<file path="config.mk">
export PLATFORM = sky130hd
export DESIGN_NAME = pe_row
export DESIGN_NICKNAME = d
export VERILOG_FILES = /design/src/rtl/pe_pkg.sv /design/src/rtl/pe_decode.sv /design/src/rtl/pe_cell.sv /design/src/rtl/pe_any_or.sv /design/src/rtl/pe_row.sv
export SDC_FILE = /design/constraint.sdc
export NUM_CORES = 1
export LEC_CHECK = 0
export BUFFER_PORTS_ARGS = -buffer_cell sky130_fd_sc_hd__buf_4
export CAP_MARGIN = 20
export CORE_MARGIN = 4
export CORE_UTILIZATION = 55
export DETAILED_ROUTE_END_ITERATION = 8
export PLACE_DENSITY = 0.74
export SYNTH_ARGS = -nofsm -noshare
export SYNTH_HDL_FRONTEND = slang
export SYNTH_SLANG_ARGS = --single-unit
export TNS_END_PERCENT = 100
</file>
<file path="constraint.sdc">
create_clock -name clk -period 3.2 [get_ports clk]
set_clock_uncertainty 0.05 [all_clocks]
set_input_delay 0.48 -clock clk [delete_from_list [all_inputs] [get_ports clk]]
set_output_delay 0.48 -clock clk [all_outputs]
set_load 0.005 [all_outputs]
</file>
<file path="src/rtl/pe_pkg.sv">
package pe_pkg;
  localparam int OP_W = 4;

  typedef enum logic [OP_W-1:0] {
    OP_DRV_OR    = 4'd0,
    OP_DRV_AND   = 4'd1,
    OP_DRV_CY    = 4'd2,
    OP_LD_C      = 4'd3,
    OP_DRV_SELC  = 4'd4,
    OP_DRV_SELB  = 4'd5,
    OP_LD_B      = 4'd6,
    OP_DRV_B     = 4'd7,
    OP_LD_NB     = 4'd8,
    OP_DRV_XOR   = 4'd9,
    OP_LD_A      = 4'd10,
    OP_LD_NA     = 4'd11,
    OP_LD_A_CF   = 4'd12,
    OP_DRV_SUM   = 4'd13,
    OP_DRV_SUMCF = 4'd14,
    OP_IDLE      = 4'd15
  } pe_op_e;

  typedef enum logic [3:0] {
    TAP_NONE, TAP_OR, TAP_AND, TAP_CARRY, TAP_SELC,
    TAP_SELB, TAP_B, TAP_XOR, TAP_SUM
  } tap_e;

  typedef struct packed {
    logic ld_a;
    logic ld_b;
    logic ld_c;
    logic invert;
    logic carry_fb;
    tap_e tap;
  } pe_ctrl_t;

  function automatic logic fa_sum(input logic a, input logic b, input logic c);
    return a ^ b ^ c;
  endfunction

  function automatic logic fa_carry(input logic a, input logic b, input logic c);
    return (a & b) | (a & c) | (b & c);
  endfunction

  function automatic logic tap_value(input tap_e t, input logic a,
                                     input logic b, input logic c);
    logic r;
    case (t)
      TAP_OR:    r = b | c;
      TAP_AND:   r = b & c;
      TAP_CARRY: r = fa_carry(a, b, c);
      TAP_SELC:  r = a ? c : b;
      TAP_SELB:  r = a ? b : c;
      TAP_B:     r = b;
      TAP_XOR:   r = b ^ c;
      TAP_SUM:   r = fa_sum(a, b, c);
      default:   r = 1'b0;
    endcase
    return r;
  endfunction
endpackage

</file>
<file path="src/rtl/pe_decode.sv">
module pe_decode
  import pe_pkg::*;
(
  input  logic            clk,
  input  logic            rst_n,
  input  logic [OP_W-1:0] op,
  output pe_ctrl_t        ctrl,
  output logic            drive_en
);
  always_comb begin
    ctrl = '{ld_a: 1'b0, ld_b: 1'b0, ld_c: 1'b0, invert: 1'b0,
             carry_fb: 1'b0, tap: TAP_NONE};
    case (pe_op_e'(op))
      OP_DRV_OR:    ctrl.tap = TAP_OR;
      OP_DRV_AND:   ctrl.tap = TAP_AND;
      OP_DRV_CY:    ctrl.tap = TAP_CARRY;
      OP_LD_C:      ctrl.ld_c = 1'b1;
      OP_DRV_SELC:  ctrl.tap = TAP_SELC;
      OP_DRV_SELB:  ctrl.tap = TAP_SELB;
      OP_LD_B:      ctrl.ld_b = 1'b1;
      OP_DRV_B:     ctrl.tap = TAP_B;
      OP_LD_NB:     begin ctrl.ld_b = 1'b1; ctrl.invert = 1'b1; end
      OP_DRV_XOR:   ctrl.tap = TAP_XOR;
      OP_LD_A:      ctrl.ld_a = 1'b1;
      OP_LD_NA:     begin ctrl.ld_a = 1'b1; ctrl.invert = 1'b1; end
      OP_LD_A_CF:   begin ctrl.ld_a = 1'b1; ctrl.carry_fb = 1'b1; end
      OP_DRV_SUM:   ctrl.tap = TAP_SUM;
      OP_DRV_SUMCF: begin ctrl.tap = TAP_SUM; ctrl.carry_fb = 1'b1; end
      default:      ctrl.tap = TAP_NONE;
    endcase
  end

  assign drive_en = (ctrl.tap != TAP_NONE);

  // a driving opcode never loads from the bus it is driving
  p_no_load_while_driving_r7: assert property (@(posedge clk) disable iff (!rst_n)
    drive_en |-> !(ctrl.ld_a || ctrl.ld_b || ctrl.ld_c));
  p_idle_quiet_r8: assert property (@(posedge clk) disable iff (!rst_n)
    (op == OP_IDLE) |-> (!drive_en && !ctrl.carry_fb));
endmodule

</file>
<file path="src/rtl/pe_cell.sv">
module pe_cell
  import pe_pkg::*;
(
  input  logic     clk,
  input  logic     rst_n,
  input  pe_ctrl_t ctrl,
  input  logic     bus_in,
  output logic     bus_drv,
  output logic     c_out
);
  logic a_q, b_q, c_q;
  logic load_val;
  logic carry_w;
  logic sum_w;
  logic writes_any;

  assign load_val   = bus_in ^ ctrl.invert;
  assign carry_w    = fa_carry(a_q, b_q, c_q);
  assign sum_w      = fa_sum(a_q, b_q, c_q);
  assign writes_any = ctrl.ld_a | ctrl.ld_b | ctrl.ld_c | ctrl.carry_fb;

  always_ff @(posedge clk or negedge rst_n) begin
    if (!rst_n) begin
      a_q <= 1'b0;
      b_q <= 1'b0;
      c_q <= 1'b0;
    end else begin
      if (ctrl.ld_a) a_q <= load_val;
      if (ctrl.ld_b) b_q <= load_val;
      if (ctrl.ld_c) c_q <= bus_in;
      else if (ctrl.carry_fb) c_q <= carry_w;
    end
  end

  assign bus_drv = tap_value(ctrl.tap, a_q, b_q, c_q);
  assign c_out   = c_q;

  p_load_a_r2: assert property (@(posedge clk) disable iff (!rst_n)
    ctrl.ld_a |=> (a_q == ($past(bus_in) ^ $past(ctrl.invert))));
  p_load_b_r2: assert property (@(posedge clk) disable iff (!rst_n)
    ctrl.ld_b |=> (b_q == ($past(bus_in) ^ $past(ctrl.invert))));
  p_load_c_r2: assert property (@(posedge clk) disable iff (!rst_n)
    ctrl.ld_c |=> (c_q == $past(bus_in)));
  p_carry_fb_r5: assert property (@(posedge clk) disable iff (!rst_n)
    (ctrl.carry_fb && !ctrl.ld_c) |=> (c_q == $past(carry_w)));
  p_hold_r8: assert property (@(posedge clk) disable iff (!rst_n)
    !writes_any |=> $stable({a_q, b_q, c_q}));
  p_silent_r7: assert property (@(posedge clk) disable iff (!rst_n)
    (ctrl.tap == TAP_NONE) |-> !bus_drv);
  p_sum_tap_r3: assert property (@(posedge clk) disable iff (!rst_n)
    (ctrl.tap == TAP_SUM) |-> (bus_drv == sum_w));
endmodule

</file>
<file path="src/rtl/pe_any_or.sv">
module pe_any_or #(
  parameter int N_COLS = 8
) (
  input  logic [N_COLS-1:0] c_vec,
  output logic              any_c
);
  logic [N_COLS:0] chain;
  assign chain[0] = 1'b0;
  for (genvar i = 0; i < N_COLS; i++) begin : g_or
    assign chain[i+1] = chain[i] | c_vec[i];
  end
  assign any_c = chain[N_COLS];
endmodule

</file>
<file path="src/rtl/pe_row.sv">
module pe_row
  import pe_pkg::*;
#(
  parameter int N_COLS = 8
) (
  input  logic              clk,
  input  logic              rst_n,
  input  logic [3:0]        op,
  input  logic [N_COLS-1:0] bus_in,
  output logic [N_COLS-1:0] bus_out,
  output logic              drive_en,
  output logic              any_c
);
  pe_ctrl_t          ctrl;
  logic [N_COLS-1:0] c_vec;

  pe_decode u_dec (
    .clk      (clk),
    .rst_n    (rst_n),
    .op       (op),
    .ctrl     (ctrl),
    .drive_en (drive_en)
  );

  for (genvar i = 0; i < N_COLS; i++) begin : g_col
    pe_cell u_cell (
      .clk     (clk),
      .rst_n   (rst_n),
      .ctrl    (ctrl),
      .bus_in  (bus_in[i]),
      .bus_drv (bus_out[i]),
      .c_out   (c_vec[i])
    );
  end

  pe_any_or #(.N_COLS(N_COLS)) u_or (
    .c_vec (c_vec),
    .any_c (any_c)
  );

  p_any_set_r9: assert property (@(posedge clk) disable iff (!rst_n)
    ($countones(c_vec) != 0) |-> any_c);
  p_any_clear_r9: assert property (@(posedge clk) disable iff (!rst_n)
    ($countones(c_vec) == 0) |-> !any_c);
  p_quiet_bus_r7: assert property (@(posedge clk) disable iff (!rst_n)
    !drive_en |-> (bus_out == '0));
endmodule

</file>
; Word-level counts from Yosys, hierarchy flattened
; Index checks and enable logic that the tools add are counted.
[totals]
input_bits = 14
wordCells = 187
register_bits = 24
output_inout_bits = 10
[op_classes]
eq_ne = 22
bitwise_logic = 87
reduce_logical = 8
muxes = 46
[op_table]
columns = op, n
row1 = $pmux W1 S8, 8
row2 = $mux W1, 37
row3 = $eq A4 B3 Y1 const B, 8
row4 = $eq A4 B4 Y1 const B, 8
row5 = $pmux W4 S8, 1
row6 = $xor A1 B1 Y1, 32
row7 = $or A1 B1 Y1, 31
row8 = $and A1 B1 Y1, 24
row9 = $eq A4 B2 Y1 const B, 4
row10 = $eq A4 B1 Y1 const B, 2
row11 = $reduce_or A2 Y1, 4
row12 = $logic_not A4 Y1, 1
row13 = $reduce_bool A4 Y1, 1
row14 = $reduce_or A3 Y1, 1
row15 = $reduce_bool A2 Y1, 1

; Logic depth before layout (Yosys ltp)
[depth]
depth_word = 7
mapped_depth = 9

; Modules after synthesis
; From an unflattened synthesis, not the netlist that was laid out.
[hier_totals]
hier_cells = 301
hier_area_um2 = 2436.1
[by_module_without_submodules]
columns = mod, area_per_inst_um2, n_inst, cells_per_inst
row1 = pe_cell, 277.8, 8, 33
row2 = pe_decode, 197.7, 1, 34
row3 = pe_any_or, 16.3, 1, 3

; Worst setup path before layout
; OpenSTA, ideal clock, no wires.
[synth_path]
kind = input port to output port
from = input port op[2]
to = output port bus_out[1]
t_required_ns = 2.670
n_path_buf = 3
slack_ns = 0.962
arrival_ns = 1.708
cell_stages = 8
path_cell_list = buf_4 > buf_2 > nor3_2 > o21ai_0 > a21oi_1 > a311oi_1 > o21ai_0 > buf_4
[synth_via]
elab_chain_cells = 5
elab_cells_between_ends = 20
cone_classes = 16 x eq/ne / 2 x mux / 2 x reduce/logical
[synth_lines]
columns = element, line_no
row1 = start: declaration, pe_row.sv:8  ; input logic [3:0] op,
row2 = $eq A4 B4 Y1, pe_decode.sv:13  ; case (pe_op_e'(op))
row3 = $reduce_or A2 Y1 (no line), -
row4 = $pmux W4 S8 *, pe_decode.sv:13
row5 = "$eq A4 B4 Y1, or another cell as far along", pe_pkg.sv:48  ; case (t)
row6 = $pmux W1 S8 *, pe_pkg.sv:48
row7 = end: declaration, pe_row.sv:10  ; output logic [N_COLS-1:0] bus_out,
; Every way passes the cells marked *; elsewhere a longest branch is shown, timed or not.

; Final worst setup path
[layout_path]
from = input port op[1]
to = output port bus_out[1]
; The elaborated chain is that of the path after synthesis.

==> results_dict.tcl <==
set metrics [dict create \
    timing.hold.ws_ps 56.6 \
    pre_cts_slack_ps 601 \
    max_freq_ghz 0.377 \
    viasPerCell 7.25 \
    ios 24 \
    area_growth_pct 4.69 \
    fp-row-count 24 \
    avgSynthCellArea_um2 7.78 \
    drt_iter0_markers 369 \
    drv_slew 0 \
    setup_viol 0 \
    switchingPower_mw 0.465 \
    core-area_um2 4440 \
    p_int_mw 0.664 \
    final_cells 381 \
    dpl.cell_count 378 \
    drive_above_1_share_pct 13.1 \
    grt_pass1_wl_um 13000 \
    placed_area_um2 2670 \
    wl_per_cell_um 21.0 \
    relSlewSlack_pct 51.5 \
    cp.arrival_ps 2120 \
    cts_tree "built" \
    grt_max_degree 38 \
    fin_ws_ps 548 \
    netlist_area_um2 2590 \
    port_buffers 23 \
    grt.total_usage_pct 27.5 \
    synth_enable_flop_cells 0 \
    hold_buffers 0 \
    drc 0 \
    vias 2762 \
    crit_fanout 37 \
    setup_tns_ps 0 \
    ys_warn_count 0 \
    num-fill-cells 422 \
    drt-total-wl_um 7990 \
    cts_num_sinks 24 \
    period_share_pct 82.9 \
    powerDensity_nw_per_um2 417 \
    total_power_mw 1.13 \
    postCtsSetupRepairBufs 0 \
    ys_ff_latch 24 \
    hold_violations 0 \
    stdcell_area_um2 2710 \
    power_leakage_nw 1.10 \
    hold_class "input port to asynchronous set/reset pin" \
    synthCells 333 \
    die_w_um 76.6 \
    start_util_pct 58.3 \
    outcome "complete, no violations" \
    async_flop_share_pct 100 \
    place_hpwl_um 5210 \
    fin_crit_ps 2650 \
    clockPowerShare_pct 16.7 \
    clkTransAtPathRegs_ps 90 \
    start_kind "input port" \
    overflow 0 \
    numCtsBuffers 3 \
    yosysSeqAreaShare_pct 23.2 \
    cts-root-buf "clkbuf_8" \
    postRouteAntennaNets 0 \
    synth_flop_cell "dfrtp_1" \
    worst-slew-pin-transition_ps 725 \
    dieArea_um2 5870 \
    syn-num-nets 355 \
    antenna_found_initial 0 \
    criticalPathCategory "input port to output pin" \
    die_y_um 76.6 \
    comb_power_share_pct 41.7 \
    final_core_util_pct 61.0 \
    rsz0062_at_grt "false" \
    antennaDiodeCount 0 \
    p_seq_share_pct 41.5 \
    insertion_delay_ps 270 \
    drt_pre_antenna_iters 5 \
    end_kind "output pin" \
    peakVddDrop_mv 0.208 \
    finalNetCount 353 \
    cts.path.max_buffers 2 \
    htreeDepth 1 \
    gp_congestion 0.888 \
    swShare_pct 41.2 \
    drv_cap 0 \
    worstPathRequired_ps 2670 \
    grt_pass1_vias 2554 \
    ys_types 50 \
    cts-resized-gates 0 \
]
-- power groups by stage --
| stage | Sequential (mW) | Combinational [mW] | Clock (mW) |
|---|---|---|---|
| after floorplan | 0.419 | 0.389 | 0 |
| after global placement | 0.468 | 0.449 | 0 |
| after detailed placement | 0.470 | 0.465 | 0 |
| after CTS | 0.465 | 0.466 | 0.190 |
| after global routing | 0.482 | 0.521 | 0.206 |
| final | 0.469 | 0.471 | 0.189 |
-- critical path: stages --
cell and delay (ps):
buf_4 230, nor3_2 630, o21ai_0 210, a21oi_1 180
a311oi_1 70, o21ai_0 140, buf_4 160
-- layout by cell type (no fill, tap or decap), drive strengths merged, types with 6 or more instances in the layout --
| master | synthesis | final |
|---|---|---|
| o21ai | 36 | 36 |
| buf | 25 | 31 |
| a21oi | 30 | 30 |
| nand2 | 29 | 29 |
| nor2 | 25 | 25 |
| dfrtp | 24 | 24 |
| o221ai | 17 | 17 |
| xor2 | 14 | 14 |
| o22ai | 9 | 9 |
| inv | 8 | 8 |
| a221o | 8 | 8 |
| ha | 8 | 8 |
| mux2i | 7 | 7 |
| xnor2 | 7 | 7 |
| nor3 | 7 | 7 |
| nand3 | 6 | 6 |
-- final cells by class --
| cell class | instances | area (µm²) | area share, % |
|---|---|---|---|
| multi-input cells | 262 | 1740 | 64.1 |
| repair buffers | 31 | 233 | 8.58 |
| inverters | 9 | 33.8 | 1.25 |
| flip-flops and latches | 24 | 601 | 22.2 |
| clock buffers | 3 | 41.3 | 1.52 |
| well taps | 52 | 65.1 | 2.40 |
-- synth_stat cells (2+ instances only) --
| master | instances | area, µm² |
|---|---|---|
| nor3_1 | 5 | 25.0 |
| a221o_1 | 8 | 80.1 |
| nor2_1 | 25 | 93.8 |
| a22o_1 | 5 | 43.8 |
| nand2b_4 | 2 | 27.5 |
| a21oi_1 | 29 | 145 |
| buf_1 | 4 | 15.0 |
| nor2b_1 | 2 | 12.5 |
| and3_1 | 2 | 12.5 |
| buf_2 | 6 | 30.0 |
| o221ai_1 | 17 | 149 |
| nand2_1 | 29 | 109 |
| xnor2_1 | 7 | 61.3 |
| buf_4 | 12 | 90.1 |
| o2bb2ai_1 | 3 | 26.3 |
| o21a_1 | 5 | 37.5 |
| inv_1 | 8 | 30.0 |
| clkbuf_1 | 13 | 48.8 |
| nand2b_1 | 3 | 18.8 |
| mux2i_1 | 7 | 70.1 |
| o2111ai_1 | 4 | 35.0 |
| or2_2 | 3 | 18.8 |
| o22ai_1 | 9 | 56.3 |
| ha_1 | 8 | 100 |
| xor2_1 | 14 | 123 |
| o211ai_1 | 5 | 37.5 |
| nand3_1 | 6 | 30.0 |
| nand4_1 | 2 | 12.5 |
| dfrtp_1 | 24 | 601 |
| a21boi_1 | 5 | 37.5 |
| nor4_1 | 2 | 12.5 |
| o311a_1 | 4 | 40.0 |
| buf_6 | 3 | 33.8 |
| o21ai_0 | 36 | 180 |
-- final timing paths --
kind                       slack, ps  cells after the start                 from                    end
min reg2reg                      600                      2  g_col[4].u_cell.a_q    g_col[4].u_cell.a_q
max in group asynchronous       2790                      1                rst_n  g_col[6].u_cell.c_out
max reg2reg                     1810                      4  g_col[4].u_cell.b_q  g_col[4].u_cell.c_out
min                               60                      1                rst_n    g_col[4].u_cell.b_q
min in group clk                 440                      2            bus_in[3]  g_col[3].u_cell.c_out
max                              550                      7                op[1]             bus_out[1]
-- layer usage --
layer | wire length (µm) | global-route usage [%]
met2 | 3590 | 42.3
met4 | 356 | 14.5
met1 | 3230 | 36.4
met3 | 822 | 5.08
met5 | 0 | 0
-- flip-flops by register name, indices dropped and copies added, names as in the netlist --
name / cells
g_col.u_cell.c_out: 8
g_col.u_cell.a_q: 8
g_col.u_cell.b_q: 8
-- kinds of logic (layout without fill, tap and decap cells) --
logic type / after synthesis / in the layout / synth area share, %
simple gates: 87 / 87 / 16.4
compound gates: 137 / 137 / 36.0
flops: 24 / 24 / 23.2
buf+inv: 47 / 43 / 9.71
fa+ha+maj: 9 / 9 / 4.25
xor+xnor: 21 / 21 / 7.10
mux: 8 / 8 / 3.28
No activity file was read; power rests on OpenSTA's default activity.
